==> src/rtl/intack_pkg.sv <==
package intack_pkg;
  typedef enum logic [2:0] {
    ST_IDLE    = 3'd0,
    ST_A1_STAT = 3'd1,
    ST_A1_CMD  = 3'd2,
    ST_GAP     = 3'd3,
    ST_A2_STAT = 3'd4,
    ST_A2_WAIT = 3'd5,
    ST_A2_CMD  = 3'd6
  } seq_st_e;
endpackage

==> src/rtl/intack_ctrl.sv <==
module intack_ctrl
  import intack_pkg::*;
#(
  parameter int GAP_CLKS     = 3,
  parameter int FORCED_WAITS = 1
) (
  input  logic    clk,
  input  logic    rst_n,
  input  logic    irq,
  input  logic    rdy,
  output seq_st_e st,
  output logic    cap_en
);
  localparam int MAXC = (GAP_CLKS > FORCED_WAITS) ? GAP_CLKS : FORCED_WAITS;
  localparam int CW   = (MAXC < 2) ? 1 : $clog2(MAXC + 1);
  localparam logic [CW-1:0] GAP_LD  = CW'(GAP_CLKS - 1);
  localparam logic [CW-1:0] WAIT_LD = CW'(FORCED_WAITS - 1);

  seq_st_e       st_nxt;
  logic [CW-1:0] cnt, cnt_nxt;
  logic          cnt_en;

  // next-state logic
  always_comb begin
    st_nxt  = st;
    cnt_nxt = cnt;
    cnt_en  = 1'b0;
    cap_en  = 1'b0;
    unique case (st)
      ST_IDLE:    if (irq) st_nxt = ST_A1_STAT;
      ST_A1_STAT: st_nxt = ST_A1_CMD;
      ST_A1_CMD: if (rdy) begin
        st_nxt  = ST_GAP;
        cnt_nxt = GAP_LD;
        cnt_en  = 1'b1;
      end
      ST_GAP: begin
        if (cnt == '0) st_nxt = ST_A2_STAT;
        else begin
          cnt_nxt = cnt - 1'b1;
          cnt_en  = 1'b1;
        end
      end
      ST_A2_STAT: begin
        st_nxt  = ST_A2_WAIT;
        cnt_nxt = WAIT_LD;
        cnt_en  = 1'b1;
      end
      ST_A2_WAIT: begin
        if (cnt == '0) st_nxt = ST_A2_CMD;
        else begin
          cnt_nxt = cnt - 1'b1;
          cnt_en  = 1'b1;
        end
      end
      ST_A2_CMD: if (rdy) begin
        st_nxt = ST_IDLE;
        cap_en = 1'b1;
      end
      default: st_nxt = ST_IDLE;
    endcase
  end

  // state register
  always_ff @(posedge clk or negedge rst_n) begin
    if (!rst_n) st <= ST_IDLE;
    else        st <= st_nxt;
  end

  // counter register with explicit enable
  always_ff @(posedge clk or negedge rst_n) begin
    if (!rst_n)      cnt <= '0;
    else if (cnt_en) cnt <= cnt_nxt;
  end
endmodule

==> src/rtl/intack_decode.sv <==
module intack_decode
  import intack_pkg::*;
(
  input  seq_st_e st,
  output logic    ack_n,
  output logic    lock_n,
  output logic    cas_en,
  output logic    hold_blk
);
  always_comb begin
    ack_n    = 1'b1;
    lock_n   = 1'b1;
    cas_en   = 1'b0;
    hold_blk = (st != ST_IDLE);
    unique case (st)
      ST_A1_STAT: begin
        lock_n = 1'b0;
        cas_en = 1'b1;
      end
      ST_A1_CMD, ST_A2_WAIT, ST_A2_CMD: begin
        ack_n  = 1'b0;
        cas_en = 1'b1;
      end
      ST_A2_STAT: cas_en = 1'b1;
      default: ;
    endcase
  end
endmodule

==> src/rtl/intack_vcap.sv <==
module intack_vcap #(
  parameter int VEC_W = 8
) (
  input  logic             clk,
  input  logic             rst_n,
  input  logic             cap_en,
  input  logic [VEC_W-1:0] din,
  output logic [VEC_W-1:0] vec,
  output logic             vec_vld
);
  always_ff @(posedge clk or negedge rst_n) begin
    if (!rst_n)      vec <= '0;
    else if (cap_en) vec <= din;
  end

  always_ff @(posedge clk or negedge rst_n) begin
    if (!rst_n) vec_vld <= 1'b0;
    else        vec_vld <= cap_en;
  end
endmodule

==> src/rtl/intack_seq.sv <==
module intack_seq
  import intack_pkg::*;
#(
  parameter int VEC_W        = 8,
  parameter int GAP_CLKS     = 3,
  parameter int FORCED_WAITS = 1
) (
  input  logic             clk,
  input  logic             rst_n,
  input  logic             irq,
  input  logic             rdy,
  input  logic [VEC_W-1:0] din,
  output logic             ack_n,
  output logic             lock_n,
  output logic             cas_en,
  output logic             hold_blk,
  output logic [VEC_W-1:0] vec,
  output logic             vec_vld
);
  logic [1:0] rst_sync;
  logic       rst_int_n;
  seq_st_e    st;
  logic       cap_en;

  // asynchronous assert, synchronous release
  always_ff @(posedge clk or negedge rst_n) begin
    if (!rst_n) rst_sync <= 2'b00;
    else        rst_sync <= {rst_sync[0], 1'b1};
  end
  assign rst_int_n = rst_sync[1];

  intack_ctrl #(.GAP_CLKS(GAP_CLKS), .FORCED_WAITS(FORCED_WAITS)) u_ctrl (
    .clk    (clk),
    .rst_n  (rst_int_n),
    .irq    (irq),
    .rdy    (rdy),
    .st     (st),
    .cap_en (cap_en)
  );

  intack_decode u_dec (
    .st       (st),
    .ack_n    (ack_n),
    .lock_n   (lock_n),
    .cas_en   (cas_en),
    .hold_blk (hold_blk)
  );

  intack_vcap #(.VEC_W(VEC_W)) u_vcap (
    .clk     (clk),
    .rst_n   (rst_int_n),
    .cap_en  (cap_en),
    .din     (din),
    .vec     (vec),
    .vec_vld (vec_vld)
  );
endmodule

==> config.mk <==
export PLATFORM = sky130hd
export DESIGN_NAME = intack_seq
export DESIGN_NICKNAME = d
export VERILOG_FILES = /design/src/rtl/intack_pkg.sv /design/src/rtl/intack_ctrl.sv /design/src/rtl/intack_decode.sv /design/src/rtl/intack_vcap.sv /design/src/rtl/intack_seq.sv
export SDC_FILE = /design/constraint.sdc
export NUM_CORES = 1
export LEC_CHECK = 0
export ABC_AREA = 1
export BUFFER_PORTS_ARGS = -buffer_cell sky130_fd_sc_hd__buf_2
export CAP_MARGIN = 20
export CORE_UTILIZATION = 35
export CTS_CLUSTER_SIZE = 8
export DETAILED_ROUTE_END_ITERATION = 16
export PLACE_DENSITY_LB_ADDON = 0.12
export SETUP_SLACK_MARGIN = 0.1
export SLEW_MARGIN = 20
export SYNTH_ARGS = -nofsm -noshare
export SYNTH_HDL_FRONTEND = slang
export SYNTH_SLANG_ARGS = --single-unit
==> constraint.sdc <==
create_clock -name clk -period 1.4 [get_ports clk]
set_input_delay 0.21 -clock clk [delete_from_list [all_inputs] [get_ports clk]]
set_output_delay 0.21 -clock clk [all_outputs]
set_load 0.01 [all_outputs]
-- After elaboration in Yosys (flattened, before gate mapping)
Index checks and enable logic that the tools add are counted.
- multiplexer cells: 16
- equality and inequality tests: 12
- reductions and logical operators: 9
- $add $sub $neg: 1
- operators with widths (cell ; number):
    3-bit case mux with 7 select lines ; 1
    3-bit two-way mux ; 5
    3-bit == test, second input constant ; 3
    2-bit != test, second input constant ; 4
    3-bit by 2-bit == test with 1-bit output, second input constant ; 2
    1-bit two-way mux ; 6
    2-bit case mux with 3 select lines ; 1
    3-bit nonzero test ; 2
    5-bit AND reduction ; 1
    5-bit OR reduction ; 1
    2-bit two-way mux ; 2
    2-bit by 1-bit != test with 1-bit output, second input constant ; 2
    4-bit AND reduction ; 1
    3-bit by 1-bit == test with 1-bit output, second input constant ; 1
    3-bit logical NOT ; 1
    1-bit case mux with 3 select lines ; 1
    3-bit OR reduction ; 1
    2-bit logical NOT ; 1
    2-bit OR reduction ; 1
    2-bit by 1-bit subtractor with 2-bit output, second input constant ; 1
- word-level logic and storage cells: 43
- bits in registers: 16
- bits of input ports: 12
- output and inout port bits: 13

-- Longest topological paths before layout
- word-level depth: 4
- mapped depth: 8
- mapped depth without buffers: 8

-- By module
A second synthesis with hierarchy kept.
- cells, all modules: 103
- area, all modules: 799.5 µm²
- modules (own cells, without submodules) (module ; cells each ; instances ; area each (µm²) ; seq. area each (µm²)):
    intack_ctrl ; 52 ; 1 ; 361.6 ; 125.1
    intack_vcap ; 35 ; 1 ; 330.3 ; 225.2
    intack_decode ; 13 ; 1 ; 53.8 ; 0.0
    intack_seq ; 3 ; 1 ; 53.8 ; 50.0

-- Worst setup path after synthesis
Ideal clock, no wire load.
- path kind: register to register
- start point: register u_ctrl.cnt[0]
- end point: register u_ctrl.cnt[1]
- path slack: 0.269 ns
- buffers on the path: 0
- library setup time: 0.065 ns
- period minus slack after synthesis: 1.131 ns
- data required time: 1.335 ns
- arrival: 1.066 ns
- stages on the path, launching flop included: 7
- cells stage by stage: dfrtp_1 inv_1 ha_1 or2_1 nand2_1 nand3_1 nand2_1
- cells in the longest elaborated chain, start to end: 4
- elaborated cells on any way between the ends: 8
- classes of those cells: add/sub (1); eq/ne (1); mux (4); reduce/logical (2)
- RTL lines (element ; line ; source):
    start: declaration ; intack_ctrl.sv:20 ; logic [CW-1:0] cnt, cnt_nxt;
    start signal: assignment ; intack_ctrl.sv:73 ; else if (cnt_en) cnt <= cnt_nxt;
    2-bit logical NOT ; intack_ctrl.sv:38, intack_ctrl.sv:50 ;
    1-bit two-way mux ; intack_ctrl.sv:38, intack_ctrl.sv:50 ;
    1-bit case mux with 3 select lines ; intack_ctrl.sv:29 ; unique case (st)
    4-bit AND reduction (no source line) ; - ;
Parallel ways exist; a longest one is shown, timed or not. The select of a mux whose other input is x is not followed.
A chain may end at the register's enable or synchronous reset.

-- Worst setup path after layout
- start point: register u_ctrl.st[0]
- end point: output cas_en
- cells in the longest elaborated chain, start to end: 3
- elaborated cells on any way between the ends: 7
- classes of those cells: eq/ne (5); mux (1); reduce/logical (1)
- RTL lines (element ; line ; source):
    start: declaration ; intack_ctrl.sv:11 ; output seq_st_e st,
    start signal: assignment ; intack_ctrl.sv:67 ; else st <= st_nxt;
    3-bit by 1-bit == test with 1-bit output, or another cell as far along ; intack_decode.sv:15 ; unique case (st)
    5-bit OR reduction (no source line) * ; - ;
    1-bit two-way mux * ; intack_decode.sv:15 ;
    end: declaration ; intack_seq.sv:15 ; output logic cas_en,
Mark *: on every way between the ends. The rest lies on a longest branch, timed or not.

==> impl_metrics.json <==
{
  "port_buffers": 24,
  "synth-simple-area-share_pct": 39.6,
  "die_area_mm2": 0.00248,
  "status": "finished with violations",
  "power.leakage_nw": 0.650,
  "cts_max_path_buffers": 2,
  "violations": "setup timing",
  "cts_num_sinks": 16,
  "vias": 748,
  "hp-class": "input pin to flop",
  "hold_violations": 0,
  "timing.rr.end": "u_ctrl.cnt[0]$_DFFE_PN0P_",
  "start_util_pct": 38.8,
  "layout_commonest_cell": "nand2_1",
  "hp-start": "din[2]",
  "dp_slack_ps": 160,
  "grt_max_degree": 15,
  "wl_mm": 1.94,
  "hold_depth": 3,
  "die_h_um": 49.8,
  "synth-seq-cells": 16,
  "required_ps": 1190,
  "overflow": 0,
  "final.min_clock_period_ps": 1430,
  "grt_pass1_wl_mm": 2.83,
  "ir_drop_mv": 1.32,
  "route.met3.wl_um": 50,
  "avgSynthCellArea_um2": 8.33,
  "numCtsBuffers": 3,
  "h-tree-depth": 1,
  "synth.yosys.warnings": 0,
  "startpoint": "u_ctrl.st[0]$_DFFE_PN0P_",
  "crit_arrival_ps": 1220,
  "dieWidth_um": 49.8,
  "seq_area_frac_synth_pct": 50.1,
  "fmax_mhz": 700,
  "fin_crit_sh_pct": 102,
  "diodes": 0,
  "core_mm2": 0.00206,
  "synthAdderAreaFrac_pct": 1.56,
  "cts_tree": "done",
  "synth-xor-area-share_pct": 0,
  "holdWs_ps": 108,
  "cp-end-kind": "output port",
  "clockRootBuffer": "clkbuf_4",
  "drive_above_1_share_pct": 45.6,
  "postRouteAntennaNets": 0,
  "r2r-start": "u_ctrl.st[2]$_DFFE_PN0P_",
  "vias_per_cell": 4.59,
  "maxCapViolCount": 0,
  "top_layer": "met4",
  "setup_slack_ps": -27.7,
  "dp_hpwl_mm": 1.18,
  "syn_inst": 96,
  "synth_compound_area_share_pct": 1.56,
  "power_mw": 2.60,
  "tightest_slew_ps": 603,
  "drcViolationCount": 0,
  "num_rows": 16,
  "route.met2.wl_um": 993,
  "fin_worst_skew_ps": 1.81,
  "drtPass1Iterations": 4,
  "synthMuxAreaShare_pct": 0,
  "setup_viol": 1,
  "clkLatencyLatePin_ps": 290,
  "antenna_found_initial": 0,
  "tns_ps": -27.7,
  "grt_usage_pct": 15.3,
  "route.detailed.wl_per_inst_um": 11.9,
  "synth_cell_type_count": 18,
  "path_max_fanout": 5,
  "critPathKind": "flop to output port",
  "fin_nets": 150,
  "ff2ff_path_depth": 8,
  "grt_pass1_vias": 652,
  "syn_area_um2": 800,
  "synth_nets": 109,
  "start_kind": "flop",
  "power_density_mw_per_mm2": 2240,
  "maxSlewViolCount": 0,
  "cp-endpoint": "cas_en",
  "synth_top_family_by_area": "simple AND/OR/NAND/NOR gates",
  "met1Wirelength_um": 893,
  "area_delta_synth_final_pct": 44.9,
  "final_cell_mix": "40 x nand2_1, 23 x buf_2, 13 x dfrtp_1",
  "reg2reg_setup_slack_ps": 110,
  "drtIter0Drc": 13,
  "rsz0062_at_grt": "yes",
  "clkTransAtPathRegs_ps": 100,
  "slew_headroom_pct": 59.8,
  "ios": 25,
  "gp_congestion": 0.796
}
[cell usage after synthesis (all sizes together)]
library cell	n	area share, %
dfrtp	16	50
o211ai	1	0.94
buf	1	0.94
ha	1	1.6
nand4	4	3.1
nand2	46	22
nand3	8	8.1
inv	11	5.8
or2	1	0.78
nand3b	1	2.5
nor2	4	2.8
conb	1	0.47
o21ai	1	0.63
[where the power goes]
part	switching, mW	internal (mW)	leakage, nW
clock network	0.158	0.158	0.0210
registers	0.149	0.640	0.198
logic	0.816	0.678	0.431
[how the worst min path moves through the flow]
stage,end
global route,u_vcap.vec[3]$_DFFE_PN0P_
global placement,rst_sync[0]$_DFF_PN0_
detailed placement,rst_sync[0]$_DFF_PN0_
finish,u_vcap.vec[2]$_DFFE_PN0P_
floorplan,rst_sync[0]$_DFF_PN0_
CTS,u_vcap.vec[2]$_DFFE_PN0P_
[metal layers]
layer | GRT usage (%) | up-vias
met2 | 24.8 | 11
met5 | 0 | -
met1 | 20.0 | 355
met4 | 7.14 | 0
li1 | - | 380
met3 | 2.16 | 2
[flip-flops by register name, summed over array words and instances, names as in the netlist]
signal and flops:
u_vcap.vec 8, u_ctrl.st 3, rst_sync 2, u_ctrl.cnt 2
u_vcap.vec_vld 1
[cell families (layout without fill, tap and decap cells)]
logic type,Yosys count,after routing
other,1,1
and+or+nand+nor,64,65
AOI/OAI and AO/OA,2,2
buffers and inverters,12,51
DFF,16,16
adders and majority gates,1,1
[area by class of cell]
type / count / area [um2]
fill: 195 / 903
sequential: 16 / 404
inverter: 11 / 53.8
multi-input combinational: 69 / 402
tap: 27 / 33.8
timing repair inverter: 1 / 6.26
clock buffer: 4 / 36.3
timing repair buffer: 35 / 223
[through the flow]
step / instances / util (%) / area, um2
4_1_cts: 158 / 51.5 / 1060
5_1_grt: 163 / 56.2 / 1160
6_report: 163 / 56.2 / 1160
2_1_floorplan: 96 / - / 800
3_3_place_gp: 146 / 45.9 / 946
3_5_place_dp: 146 / 45.9 / 946
[critical path, stage by stage (launching register included)]
cell and delay [ps]:
dfrtp_2 480, buf_6 140, o211ai_1 150, buf_2 160
[repair_timing]
item                                    in CTS  in global routing
resized for setup                            9                 16
pin swaps                                    0                  5
endpoints found under the hold margin        2                  0
hold buffers                                 1                  0
setup buffers                                7                  3
cloned                                       0                  2
endpoints found under the setup margin       4                 14
Power figures use the tool's default switching activity.
